**config.mk**
```make
export PLATFORM = sky130hd
export DESIGN_NAME = tim_slave_ctrl
export DESIGN_NICKNAME = d
export VERILOG_FILES = /design/src/rtl/tim_slave_ctrl.sv
export SDC_FILE = /design/constraint.sdc
export NUM_CORES = 1
export LEC_CHECK = 0
export BUFFER_PORTS_ARGS = -buffer_cell sky130_fd_sc_hd__buf_2
export CORE_MARGIN = 2
export CORE_UTILIZATION = 52
export DETAILED_ROUTE_END_ITERATION = 8
export PLACE_DENSITY = 0.89
export SETUP_SLACK_MARGIN = 0.4
export SYNTH_ARGS = -nofsm -noshare
export SYNTH_HDL_FRONTEND = slang
export SYNTH_SLANG_ARGS = --single-unit
```
**constraint.sdc**
```tcl
create_clock -name clk -period 2.25 [get_ports clk]
set_clock_uncertainty 0.2 [all_clocks]
set_input_delay 0.225 -clock clk [delete_from_list [all_inputs] [get_ports clk]]
set_output_delay 0.225 -clock clk [all_outputs]
set_load 0.01 [all_outputs]
```
**src/rtl/tim_slave_ctrl.sv**
```systemverilog
module tim_slave_ctrl #(
  parameter int CW    = 16,
  parameter int NTRIG = 8,
  parameter int SW    = $clog2(NTRIG)
) (
  input  logic          clk,
  input  logic          rst_n,
  input  logic          cen_in,
  input  logic          mode_wr,
  input  logic [2:0]    mode_wdata,
  input  logic [SW-1:0] tsel,
  input  logic [NTRIG-1:0] trig_in,
  input  logic          msm,
  input  logic          pre_en,
  input  logic          pre_src,
  input  logic          index_evt,
  output logic [CW-1:0] count,
  output logic          update_evt,
  output logic          trig_out
);
  localparam logic [CW-1:0] MAXC = {CW{1'b1}};

  logic [2:0] mode_act, mode_pend;
  logic sel, sel_q, rise, rise_q, eff_rise, eff_lvl;
  logic started, tick, wrap, rst_evt, xfer;

  assign sel      = trig_in[tsel];
  assign rise     = sel & ~sel_q;
  assign eff_rise = msm ? rise_q : rise;
  assign eff_lvl  = msm ? sel_q : sel;
  assign xfer     = pre_en & (pre_src ? index_evt : update_evt);
  assign rst_evt  = (mode_act == 3'd4) & eff_rise;
  assign wrap     = tick & (count == MAXC);

  always_comb begin
    case (mode_act)
      3'd0, 3'd4: tick = cen_in;
      3'd5:       tick = cen_in & eff_lvl;
      3'd6:       tick = cen_in | started;
      3'd7:       tick = cen_in & eff_rise;
      default:    tick = 1'b0;
    endcase
  end

  always_ff @(posedge clk or negedge rst_n) begin
    if (!rst_n) begin
      sel_q      <= 1'b0;
      rise_q     <= 1'b0;
      mode_act   <= 3'd0;
      mode_pend  <= 3'd0;
      started    <= 1'b0;
      count      <= '0;
      update_evt <= 1'b0;
      trig_out   <= 1'b0;
    end else begin
      sel_q  <= sel;
      rise_q <= rise;
      if (mode_wr) mode_pend <= mode_wdata;
      if (mode_wr && !pre_en) mode_act <= mode_wdata;
      else if (xfer)          mode_act <= mode_pend;
      started <= (mode_act == 3'd6) & (started | eff_rise);
      if (rst_evt)   count <= '0;
      else if (tick) count <= count + 1'b1;
      update_evt <= rst_evt | wrap;
      trig_out   <= mode_act[2] & eff_rise;
    end
  end

  assert_upd_zero_R12: assert property (@(posedge clk) disable iff (!rst_n)
    update_evt |-> count == '0);

  assert_free_count_R2: assert property (@(posedge clk) disable iff (!rst_n)
    (mode_act == 3'd0 && cen_in) |=> count == CW'($past(count) + 1'b1));

  assert_encoder_hold_R3: assert property (@(posedge clk) disable iff (!rst_n)
    (mode_act inside {3'd1, 3'd2, 3'd3}) |=> $stable(count));

  assert_gate_closed_R5: assert property (@(posedge clk) disable iff (!rst_n)
    (mode_act == 3'd5 && !cen_in) |=> $stable(count));

  assert_trig_out_mode_R11: assert property (@(posedge clk) disable iff (!rst_n)
    (!mode_act[2]) |=> !trig_out);

  assert_preload_hold_R13: assert property (@(posedge clk) disable iff (!rst_n)
    (pre_en && !(pre_src ? index_evt : update_evt)) |=> $stable(mode_act));
endmodule

```
==> impl_results.md <==
* Primary FF master, synth: dfrtp_1
* Max FO, Critical Path at 6
* Relative slew slack at 59.0%
* CTS root buffer: clkbuf_4
* CTS buffer count at 3
* Status: finished clean
* Iter 0 DRT Violations at 56
* Yosys reg bits at 27
* Syn avg cell area at 10.6 µm²
* Unrepaired setup endpoints after global routing: yes
* Ys Warns at 0
* Gr usage total at 24.6%
* Fill cells at 212
* Cell count of the worst reg-to-reg path at 6
* Max IR drop VDD at 664 µV
* Starting Density at 54.3%
* DP Wirelength at 2.38 mm
* Die footprint at 3330 µm²
* Total negative slack at 0 ps
* Dpl cell area at 1700 µm²
* Slew @ Worst Pin at 615 ps
* Startpoint Class: flip-flop
* Clock latency on the worst-skew pair at 330 ps
* Mapped Area at 1500 µm²
* Min-Delay Path Class: primary input to flip-flop
* Clk slew on worst S/H paths at 150 ps
* Hold slack at 25.2 ps
* Fmax at 0.491 GHz
* RR Endpoint: count[5]
* Initial antenna violation count at 0
* Worst r2r src: mode_act[1]
* Met2 routed WL at 2.01 mm
* Vias in the first global route at 1374
* DIE WIDTH at 57.7 µm
* Die height at 57.7 µm
* Reg2reg setup slack at 210 ps
* Diode count at 0
* Routed via count at 1394
* Final-report hold violation count at 0
* Post-Syn Nets at 164
* CTS tree: yes
* DRC viols at 0
* Critical path class: flip-flop to flip-flop
* Wire length on met3 at 291 µm
* Ratio of final minimum period to clock period at 90.5%
* Design Area, Final at 1950 µm²
* Overall power at 1.64 mW
* Antenna viol nets, final at 0
* Post-synth ARST share at 100%
* Post-synthesis cell type count at 38
* Ports at 40
* Fin. max-slew vios at 0
* First-pass GRT wire length at 6.32 mm
* Layout area overhead at 30.1%
* Drt wl/cell at 17.2 µm
* Final #Nets at 223
* Pre-antenna DRT Iters at 4
* Pin count of the biggest net entering global routing at 28
* Wl on met1 at 1.54 mm
* Layout cells sized above 1 at 47.2%
* # rows at 19
* Max-Cap Viols at 0
* Drt via density at 6.06
* CORE AREA at 2760 µm²
* Final core utilization at 70.6%
* Number of synthesized flops with an enable pin at 0
* Fin crit period at 2040 ps
* Routability cong. at 0.798
* Hold path cells at 2
* Final Setup Violations at 0
* Pwr dens at 844 nW/µm²
* # clock sinks at 27
* Overflow after GRT at 0
* Worst EP required at 2330 ps
* Hold path endpoint: mode_pend[0]
* Leakage at 0.885 nW
* Top layer in use: met4
* Synthesized instance count at 141
* Crit path DAT at 2110 ps
* Clk buf depth at 2
* Routed WL at 3.95 mm
* Buffers added on ports at 39
* Seq/Total Area, Yosys at 45.1%
* Crit end category: flip-flop
* Htree depth at 1
* Hold path startpoint: mode_wr
==> Yosys cell counts, drive strengths merged (2+ instances only) <==
cell type / count / share of area, %
or3: 9 / 3.8
and3: 4 / 1.7
or4: 4 / 2.0
buf: 5 / 3.1
mux2i: 7 / 5.5
mux4: 2 / 3.5
a21oi: 15 / 7.0
and2: 3 / 1.3
nand3: 6 / 2.0
inv: 3 / 0.75
mux2: 3 / 2.3
o31ai: 5 / 2.8
o21ai: 15 / 5.0
nand2: 11 / 2.8
nand4: 4 / 1.7
nor2: 5 / 1.6
dfrtp: 27 / 45
==> routing by layer <==
layer  GRT usage, %  vias up
met5              0        -
met4           11.0        0
met3           4.46       14
met2           41.7       64
met1           30.6      667
li1               -      649
==> registers in the layout (all words and copies together) (netlist names) <==
register and cells:
sel_q 1, mode_pend 3, started 1, trig_out 1, mode_act 3, rise_q 1
update_evt 1, count 16
==> logic make-up (layout without fill, tap and decap cells) <==
family	after synthesis	in the layout	synth area share [%]
fa+ha+maj	1	1	0.835
simple gates	52	52	20.3
mux	12	12	11.3
xor+xnor	1	1	0.585
flops	27	27	45.1
compound gates	39	40	17.7
buf+inv	9	66	4.18
==> how the worst max path moves through the flow <==
stage,start,end,cells after the start
final,mode_act[1],count[5],6
after global routing,mode_act[0],count[4],6
after CTS,mode_act[1],count[15],5
after detailed placement,tsel[0],count[4],7
after global placement,tsel[0],count[4],7
after floorplan,mode_act[1],count[15],5
==> critical path, stage by stage (launching register included) <==
cell	delay, ps
dfrtp_2	450
buf_4	150
a21o_1	220
o21a_4	260
buf_6	140
or4_4	420
a21oi_2	140
==> timing repair <==
item / 4_1_cts / 5_1_grt
gates resized for setup: 4 / 20
hold buffers: 4 / 0
setup buffers: 6 / 8
pin swaps: 1 / 8
gates cloned: 1 / 0
endpoints found under the hold margin: 31 / 0
setup endpoints to repair: 13 / 17
==> power by group <==
part / leakage (nW) / internal, mW / switching (mW) / total, mW
Clock: 0.0150 / 0.0696 / 0.142 / 0.212
Combinational: 0.529 / 0.329 / 0.348 / 0.677
Sequential: 0.341 / 0.612 / 0.144 / 0.756
==> layout make-up <==
type / count / area, µm² / share of cell area [%]
Timing Repair Buffer: 59 / 363 / 18.6
Tap cell: 31 / 38.8 / 1.99
Clock buffer: 4 / 26.3 / 1.35
Sequential cell: 27 / 679 / 34.9
Multi-Input combinational cell: 106 / 830 / 42.6
Inverter: 3 / 11.3 / 0.578
==> cells in the final DEF, fill, tap and decap left out, types with 4 or more instances in the layout <==
cell type and n:
a21oi_1 5, a21oi_2 10, and3_1 4, buf_2 39, buf_4 14, dfrtp_1 24, dlygate4sd3_1 4, mux2i_1 6
nand2_1 11, nand3_1 6, nand4_1 4, o21ai_0 11, or3_1 5, or3_4 4
==> metrics by stage <==
stage / std cells / setup slack (ps)
final: 230 / 213
after global routing: 230 / 141
after CTS: 222 / 232
after detailed placement: 207 / 136
after global placement: 207 / 226
after floorplan: 141 / 375
No activity file was read; power rests on OpenSTA's default activity.
